$ cat config.mk
export PLATFORM = sky130hd
export DESIGN_NAME = irq_arbiter
export DESIGN_NICKNAME = d
export VERILOG_FILES = /design/src/rtl/irq_pkg.sv /design/src/rtl/irq_flags.sv /design/src/rtl/irq_pick.sv /design/src/rtl/irq_lvl_stack.sv /design/src/rtl/irq_arbiter.sv
export SDC_FILE = /design/constraint.sdc
export NUM_CORES = 1
export LEC_CHECK = 0
export ABC_AREA = 1
export BUFFER_PORTS_ARGS = -buffer_cell sky130_fd_sc_hd__buf_4
export CAP_MARGIN = 40
export CORE_MARGIN = 5
export CORE_UTILIZATION = 35
export DETAILED_ROUTE_END_ITERATION = 6
export PLACE_DENSITY_LB_ADDON = 0.25
export SETUP_SLACK_MARGIN = 0.15
export SYNTH_ARGS = -nofsm -noshare
export SYNTH_HDL_FRONTEND = slang
export SYNTH_SLANG_ARGS = --single-unit
$ cat constraint.sdc
create_clock -name clk -period 9.82 [get_ports clk]
set_input_delay 1.473 -clock clk [delete_from_list [all_inputs] [get_ports clk]]
set_output_delay 1.473 -clock clk [all_outputs]
set_load 0.01 [all_outputs]
$ cat src/rtl/irq_pkg.sv
package irq_pkg;
  localparam int PRIO_W = 3;
  localparam int LVL_W  = PRIO_W + 1;
  localparam logic [LVL_W-1:0] TRAP_LVL = LVL_W'(1 << PRIO_W);

  function automatic logic [LVL_W-1:0] widen(input logic [PRIO_W-1:0] p);
    return {1'b0, p};
  endfunction

  // candidate beats both the running level and the best found so far
  function automatic logic outranks(input logic [LVL_W-1:0] cand,
                                    input logic [LVL_W-1:0] best,
                                    input logic [LVL_W-1:0] cur);
    return (cand != '0) && (cand > cur) && (cand > best);
  endfunction
endpackage

$ cat src/rtl/irq_flags.sv
module irq_flags #(
  parameter int N = 8
) (
  input  logic         clk,
  input  logic         rst_n,
  input  logic [N-1:0] set_i,
  input  logic [N-1:0] clr_i,
  output logic [N-1:0] flag_o
);
  for (genvar g = 0; g < N; g++) begin : g_flag
    always_ff @(posedge clk or negedge rst_n) begin
      if (!rst_n) flag_o[g] <= 1'b0;
      else        flag_o[g] <= set_i[g] | (flag_o[g] & ~clr_i[g]);
    end


    set_sticks_chk: assert property (@(posedge clk) disable iff (!rst_n)
      set_i[g] |=> flag_o[g]);

    clr_drops_chk: assert property (@(posedge clk) disable iff (!rst_n)
      (clr_i[g] && !set_i[g]) |=> !flag_o[g]);
  end
endmodule

$ cat src/rtl/irq_pick.sv
module irq_pick
  import irq_pkg::*;
#(
  parameter int N_SRC = 8,
  parameter int VEC_W = $clog2(N_SRC + 1)
) (
  input  logic                    clk,
  input  logic                    rst_n,
  input  logic [N_SRC-1:0]        flag,
  input  logic [N_SRC-1:0]        en,
  input  logic [PRIO_W*N_SRC-1:0] prio,
  input  logic                    trap_flag,
  input  logic [LVL_W-1:0]        cur_lvl,
  output logic                    win_valid,
  output logic [VEC_W-1:0]        win_vec,
  output logic [LVL_W-1:0]        win_lvl
);
  logic [LVL_W-1:0] cand;

  always_comb begin
    win_valid = 1'b0;
    win_vec   = '0;
    win_lvl   = '0;
    cand      = '0;
    // ascending scan with strict compare keeps the lowest index on a tie
    for (int i = 0; i < N_SRC; i++) begin
      cand = widen(prio[i*PRIO_W +: PRIO_W]);
      if (flag[i] && en[i] && outranks(cand, win_lvl, cur_lvl)) begin
        win_valid = 1'b1;
        win_vec   = VEC_W'(i + 1);
        win_lvl   = cand;
      end
    end
    if (trap_flag && (cur_lvl < TRAP_LVL)) begin
      win_valid = 1'b1;
      win_vec   = '0;
      win_lvl   = TRAP_LVL;
    end
  end


  above_cur_chk: assert property (@(posedge clk) disable iff (!rst_n)
    win_valid |-> (win_lvl > cur_lvl));

  masked_level_chk: assert property (@(posedge clk) disable iff (!rst_n)
    win_valid |-> (win_lvl != '0));
endmodule

$ cat src/rtl/irq_lvl_stack.sv
module irq_lvl_stack
  import irq_pkg::*;
#(
  parameter int DEPTH = 8,
  parameter int SP_W  = $clog2(DEPTH + 1)
) (
  input  logic             clk,
  input  logic             rst_n,
  input  logic             push,
  input  logic             pop,
  input  logic [LVL_W-1:0] push_lvl,
  output logic             push_done,
  output logic [LVL_W-1:0] cur_lvl
);
  logic [LVL_W-1:0] mem [DEPTH];
  logic [SP_W-1:0]  sp;
  logic             empty, full, pop_done;

  assign empty     = (sp == '0);
  assign full      = (sp == SP_W'(DEPTH));
  assign pop_done  = pop & ~empty;
  assign push_done = push & ~pop & ~full;

  always_ff @(posedge clk or negedge rst_n) begin
    if (!rst_n) begin
      sp      <= '0;
      cur_lvl <= '0;
    end else if (pop_done) begin
      cur_lvl <= mem[sp - SP_W'(1)];
      sp      <= sp - SP_W'(1);
    end else if (push_done) begin
      cur_lvl <= push_lvl;
      sp      <= sp + SP_W'(1);
    end
  end

  for (genvar g = 0; g < DEPTH; g++) begin : g_slot
    always_ff @(posedge clk or negedge rst_n) begin
      if (!rst_n)                            mem[g] <= '0;
      else if (push_done && sp == SP_W'(g))  mem[g] <= cur_lvl;
    end
  end


  push_loads_chk: assert property (@(posedge clk) disable iff (!rst_n)
    push_done |=> (cur_lvl == $past(push_lvl)));

  empty_pop_chk: assert property (@(posedge clk) disable iff (!rst_n)
    (pop && empty) |=> $stable(cur_lvl));

  depth_bound_chk: assert property (@(posedge clk) disable iff (!rst_n)
    sp <= SP_W'(DEPTH));
endmodule

$ cat src/rtl/irq_arbiter.sv
module irq_arbiter
  import irq_pkg::*;
#(
  parameter int N_SRC     = 8,
  parameter int STK_DEPTH = 8,
  localparam int VEC_W    = $clog2(N_SRC + 1)
) (
  input  logic                    clk,
  input  logic                    rst_n,
  input  logic [N_SRC-1:0]        src_set,
  input  logic [N_SRC-1:0]        src_clr,
  input  logic [N_SRC-1:0]        src_en,
  input  logic [PRIO_W*N_SRC-1:0] src_prio,
  input  logic                    trap_set,
  input  logic                    trap_clr,
  input  logic                    ack,
  input  logic                    reti,
  output logic                    irq_req,
  output logic [VEC_W-1:0]        irq_vec,
  output logic [LVL_W-1:0]        irq_lvl,
  output logic [LVL_W-1:0]        cur_lvl
);
  logic [N_SRC-1:0] flag;
  logic             trap_flag;
  logic             win_valid;
  logic [VEC_W-1:0] win_vec;
  logic [LVL_W-1:0] win_lvl;
  logic             ack_fire;
  logic             trap_pend;

  irq_flags #(.N(N_SRC)) u_flags (
    .clk(clk), .rst_n(rst_n), .set_i(src_set), .clr_i(src_clr), .flag_o(flag));

  irq_flags #(.N(1)) u_trap (
    .clk(clk), .rst_n(rst_n), .set_i(trap_set), .clr_i(trap_clr), .flag_o(trap_flag));

  irq_pick #(.N_SRC(N_SRC), .VEC_W(VEC_W)) u_pick (
    .clk(clk), .rst_n(rst_n), .flag(flag), .en(src_en), .prio(src_prio),
    .trap_flag(trap_flag), .cur_lvl(cur_lvl),
    .win_valid(win_valid), .win_vec(win_vec), .win_lvl(win_lvl));

  irq_lvl_stack #(.DEPTH(STK_DEPTH)) u_stack (
    .clk(clk), .rst_n(rst_n), .push(ack & irq_req), .pop(reti),
    .push_lvl(irq_lvl), .push_done(ack_fire), .cur_lvl(cur_lvl));

  assign trap_pend = trap_flag && (cur_lvl < TRAP_LVL);

  always_ff @(posedge clk or negedge rst_n) begin
    if (!rst_n) begin
      irq_req <= 1'b0;
      irq_vec <= '0;
      irq_lvl <= '0;
    end else begin
      irq_req <= win_valid & ~ack_fire;
      irq_vec <= win_vec;
      irq_lvl <= win_lvl;
    end
  end


  trap_wins_chk: assert property (@(posedge clk) disable iff (!rst_n)
    (trap_pend && !ack_fire) |=> (irq_req && irq_vec == '0 && irq_lvl == TRAP_LVL));

  ack_drops_chk: assert property (@(posedge clk) disable iff (!rst_n)
    ack_fire |=> !irq_req);

  vec_range_chk: assert property (@(posedge clk) disable iff (!rst_n)
    irq_req |-> (irq_vec <= VEC_W'(N_SRC)));

  req_above_chk: assert property (@(posedge clk) disable iff (!rst_n)
    irq_req |-> (irq_lvl > cur_lvl));
endmodule

Yosys cells after proc, flatten, opt, wreduce, memory -nomap -nowiden --
Index checks and enable logic that the tools add are counted.
Storage, ports and cells: bits of input ports 54, latch bits 0, memories kept 0, logic and storage cells 172, register bits 58, output and inout bits 13, RAM bits 0, memory bits (read-only) 0
Cells by class: div/mod/pow operators 0, $add $sub $neg 2, bitwise operators 37, eq/ne operators 8, magnitude comparators 18, mux-type cells 34, reduce and logical (&&, ||, !) cells 51, $mul 0, shifts and indexed selects 0
Operators with widths (count):
- logical AND 1 bit | 41
- two-way mux 3 bit | 12
- two-way mux 4 bit | 9
- greater-than comparator 3 x 4 -> 1 bit | 8
- nonzero test 3 bit | 8
- greater-than comparator 3 bit | 7
- == test 4 x 3 -> 1 bit, second input constant | 4
- AND 1 bit | 14
- NOT 1 bit | 13
- binary-select mux 4 bit (select 3 bit) | 1
- two-way mux 1 bit | 10
- OR 1 bit | 9
- == test 4 x 2 -> 1 bit, second input constant | 2
- greater-or-equal comparator 5 x 4 -> 1 bit, second input constant | 1
- NOT 4 -> 5 bit | 1
- adder 4 x 1 -> 4 bit, second input constant | 1
- == test 4 x 1 -> 1 bit, second input constant | 1
- == test 4 bit, second input constant | 1
- logical NOT 4 bit | 1
- less-than comparator 4 bit, second input constant | 1
- two-way mux 2 bit | 2
- subtractor 4 x 1 -> 4 bit, second input constant | 1
- greater-than comparator 3 x 1 -> 1 bit, second input constant | 1
- nonzero test 2 bit | 1

Logic depth before layout (Yosys ltp) --
depth in word-level cells 35, depth in mapped cells 66, depth with buffers taken out 66

By module --
Synthesis repeated with hierarchy kept, for this count alone.
Unflattened totals: cells, all modules 589, area total of the unflattened synthesis 4370.4 um^2
Modules (own cells, without submodules):
- irq_lvl_stack | sequential area each 1001.0 um^2, area an instance 2087.0 um^2, times used 1, cells each 258
- irq_pick | sequential area each 0.0 um^2, area an instance 1680.4 um^2, times used 1, cells each 273
- irq_flags (u_flags) | sequential area each 200.2 um^2, area an instance 320.3 um^2, times used 1, cells each 40
- irq_arbiter | sequential area each 225.2 um^2, area an instance 242.7 um^2, times used 1, cells each 13
- irq_flags (u_trap) | sequential area each 25.0 um^2, area an instance 40.0 um^2, times used 1, cells each 5

Least setup slack after synthesis --
No wires, ideal clock.
path kind input to register, from input src_prio[0], to register irq_lvl[2], data arrival time 9.430 ns, data required time 9.696 ns, stages 60, setup slack 0.266 ns, setup time 0.124 ns, path buffers 0, path through inv_1 ha_1 nand3_1 nand3_1 nor2_2 nand2_2 nor2_4 inv_1 ha_1 nand3_1 nand3_1 nor2_4 nand3_4 o21ai_0 inv_1 ha_1 nand3_1 nand4_1 [24 not listed] nand2_4 nand2_4 nand2_1 and2_1 ha_1 nand3_1 nand4_1 a311oi_1 nand3_2 or2_2 nand2_1 ha_1 nand3_1 nand4_1 nor4_1 nor2_1 o211ai_1 nand2_1
Between the ends: longest elaborated chain between the ends 34, elaborated cells between the ends (all ways) 36, those cells by class order compare: 9; mux: 9; reduce/logical: 18
RTL lines:
- start: declaration | line irq_arbiter.sv:13 | input logic [PRIO_W*N_SRC-1:0] src_prio,
- greater-than comparator 3 x 4 -> 1 bit / nonzero test 3 bit (equally long branches) | line irq_pkg.sv:14 | return (cand != '0) && (cand > cur) && (cand > best);
- logical AND 1 bit (2 in a row) | line irq_pkg.sv:14
- logical AND 1 bit | line irq_pick.sv:28 | if (flag[i] && en[i] && outranks(cand, win_lvl, cur_lvl)) begin
- two-way mux 3 bit * | line irq_pick.sv:28
- greater-than comparator 3 bit | line irq_pkg.sv:14
- logical AND 1 bit | line irq_pkg.sv:14
- logical AND 1 bit | line irq_pick.sv:28
- two-way mux 3 bit * | line irq_pick.sv:28
- [18 not listed]
- logical AND 1 bit | line irq_pick.sv:28
- two-way mux 3 bit * | line irq_pick.sv:28
- greater-than comparator 3 bit | line irq_pkg.sv:14
- logical AND 1 bit | line irq_pkg.sv:14
- logical AND 1 bit | line irq_pick.sv:28
- two-way mux 3 bit * | line irq_pick.sv:28
- two-way mux 4 bit * | line irq_pick.sv:34 | if (trap_flag && (cur_lvl < TRAP_LVL)) begin
- net u_pick.win_lvl[2] | line irq_pick.sv:16 | output logic [LVL_W-1:0] win_lvl
- end signal: assignment | line irq_arbiter.sv:56 | irq_lvl <= win_lvl;
- end: declaration | line irq_arbiter.sv:20 | output logic [LVL_W-1:0] irq_lvl,
Mark *: on every way through the listed nets, which the timed path passes. The rest lies on a longest branch. A chain may end at the register's enable or synchronous reset.

Worst setup path in the final report --
from input src_prio[1], to register irq_lvl[0]
Same word-level chain as after synthesis.

==> results.md <==
- Status: complete, no violations
- Fin crit period: 9.342 ns
- Clock slew at reported path FFs: 0.05 ns
- Worst Setup Start Kind: input pin
- Top-area cell type share of the netlist area: 36.35%
- Ant diodes: 0
- Synth Cell Area: 3993 µm²
- Predominant post-synthesis flop cell: dfrtp_1
- Post-synthesis cell type count: 35
- Global-route wire length before repair: 19.03 mm
- H-tree Lvls: 3
- Worst setup EP type: flop
- Peak supply drop: 0.1124 mV
- CP Buf/Inv Count: 9
- Synth warn: 0
- Max-cap violations: 0
- Pre-CTS WS: -0.4269 ns
- Least-Margin Pin Slew: 0.7691 ns
- Post-route design area: 5669 µm²
- Pint: 0.8707 mW
- Die area: 13640 µm²
- Highest cell delay on the worst timing path: 0.42 ns
- Worst Setup SP: src_prio[1]
- Port bufs: 66
- Delay-heaviest family, CP: simple AND/OR/NAND/NOR gates
- Clock tree from TritonCTS: yes
- RD Place Congestion: 0.9105
- Clock skew after layout: 0.008662 ns
- Share of layout cells above drive strength 1: 34.02%
- Combinational power share: 55.5%
- CP Class: input pin to flop
- Area leader, netlist: dfrtp_1
- DP HPWL: 8.628 mm
- Slowest stage cell on the critical path: nor4_4
- Vias: 3907
- Area of the multi-input gates: 2633 µm²
- Hold Crit Class: flop to flop
- Post-DP Area: 4907 µm²
- Main area contributors after synthesis: dfrtp_1 (36%), ha_1 (13%), nand2_1 (8.4%)
- Most instantiated cells after synthesis: nand2_1 (89), o21ai_0 (65), inv_1 (63), dfrtp_1 (58), ha_1 (43)
- DRT Wirelength: 11.90 mm
- CP most frequent cell: inv_2
- Initial Util: 35.27%
- Remaining antenna violation count after routing: 0
- Synth-to-layout area growth: 41.99%
- Root Buffer: clkbuf_16
- Switching part of the total power: 43.25%
- Total track usage: 17.72%
- Dpl cells: 744
- DRC errors left: 0
- Async SR Flop Fraction: 100.0%
- Clk_lat worst skew: 0.33 ns
- Hold Fails Final Rpt: 0
- Layout Cells excl Fill: 772
- Hold path start: u_stack.mem[8]
- Slew Limit Headroom: 48.49%
- Final period utilization: 95.13%
- Seq pwr share: 24.8%
- Leak: 2.844 nW
- Worst R2R Start: u_stack.cur_lvl[1]
- Initial DRC count: 114
- RSZ-0062 raised after global routing: true
- Clock power share: 19.7%
- I/O pin count: 67
- DRT Pass-1 Iters: 4
- Max Slew Vio Count: 0
- Syn Inst Count: 505
- WP data required: 10.08 ns
- Setup violations, final: 0
- DR vias/cell: 5.061
- Net Count, Synth: 602
- Synth Area per Inst: 7.906 µm²
- Max Clk Rate: 107.0 MHz
- Die height: 116.8 µm
- Fin nets: 722
- Register area: 1451 µm²
- Gr ovfl total: 0
- Core Region: 11320 µm²
- Net Sw Power: 0.6636 mW
- FP Rows: 39
- # clock sinks: 58
- Vias in the first global route: 4046
- Pin count of the biggest net entering global routing: 59
- Per-cell routed wire length: 15.41 µm
- Post-synthesis sequential area ratio: 36.35%
- Antenna violations before repair: 0
- Die Wd: 116.8 µm
- Flops & latches, synth: 58
- FILL cells: 1095
- Worst Path Max Fanout: 5
- Post-synth EDFFs: 0
- Fin util: 50.08%
- Number of CTS-inserted buffers: 9
- Top-count cell post-synth: nand2_1
- Hold WS: 0.4875 ns
- CP Data Arrival Time: 9.60 ns
- Setup slack after layout: 0.4779 ns
- Deepest clock path buffer count: 2
- P per Cell Area: 270.6 nW/µm²
-- final cells by class --
class / count / area share, %
Tap cell: 143 / 3.156
Sequential cell: 58 / 25.60
Clock buffer: 9 / 3.973
Multi-Input combinational cell: 376 / 46.44
Inverter: 67 / 4.436
Timing Repair Buffer: 113 / 15.36
Clock inverter: 6 / 1.037
-- repair_timing --
item,CTS,global route
hold buffers,0,0
pin swaps,1,49
setup endpoints to repair,8,8
gates resized for setup,6,78
setup buffers,0,13
cloned,0,0
-- layout by cell type, fill, tap and decap left out, types with 13 or more instances in the layout --
master,n
inv_1,56
nand2_2,13
nand3_2,14
nor2_1,31
buf_4,108
o21ai_0,60
a21oi_1,14
nand3_1,29
ha_1,32
dfrtp_1,58
o21bai_1,15
nand2_1,78
-- worst reg2reg max path: cells and delay by family, from the launching register on --
kind | cells | cell delay (ns)
compound gates | 8 | 1.21
fa+ha+maj | 8 | 2.14
simple gates | 36 | 4.05
flops | 1 | 0.38
buf+inv | 9 | 0.77
-- per-layer routing --
metal | share of wire, % | GRT usage [%] | up-vias
met5 | 0 | 0 | -
met1 | 42 | 21.25 | 1851
met3 | 3.9 | 4.319 | 16
met4 | 1.8 | 5.505 | 0
met2 | 52 | 31.32 | 77
li1 | - | - | 1963
-- logic make-up after synthesis --
family / count (synthesis) / synth area share (%)
flip-flops: 58 / 36.35
AO/OA/AOI/OAI: 121 / 17.89
AND/OR/NAND/NOR: 209 / 24.95
adder cells (fa/ha/maj): 43 / 13.48
XOR/XNOR: 3 / 0.6582
buffers and inverters: 71 / 6.675
-- per-stage QoR --
step / power (mW) / TNS [ns]
final: 1.534 / 0
after floorplan: 0.8342 / 0
after global routing: 1.664 / -0.07670
after CTS: 1.435 / 0
after global placement: 1.094 / -0.09705
after detailed placement: 1.117 / -3.076
-- path summary, 6_finish.rpt --
check                                       end  slack (ns)  depth (start not counted)
worst max-delay path                 irq_lvl[0]        0.48                         61
worst min-delay path             u_stack.mem[8]        0.49                          2
worst max register to register       irq_lvl[0]        1.16                         61
worst min register to register   u_stack.mem[8]        0.49                          2
max in group asynchronous            irq_lvl[0]        8.10                          1
min in group asynchronous       u_stack.mem[14]        1.22                          1
-- power by group through the flow --
stage	combinational (mW)	clock [mW]	sequential, mW
final	0.851	0.303	0.380
after global routing	0.954	0.318	0.391
after CTS	0.747	0.310	0.379
after detailed placement	0.737	0	0.380
after global placement	0.713	0	0.382
after floorplan	0.465	0	0.369
-- state kept, by name, indices dropped and copies added (netlist names) --
register	flops
irq_lvl	4
irq_req	1
irq_vec	4
u_flags.flag_o	8
u_stack.cur_lvl	4
u_stack.mem	32
u_stack.sp	4
u_trap.flag_o	1
Power figures use the tool's default switching activity.
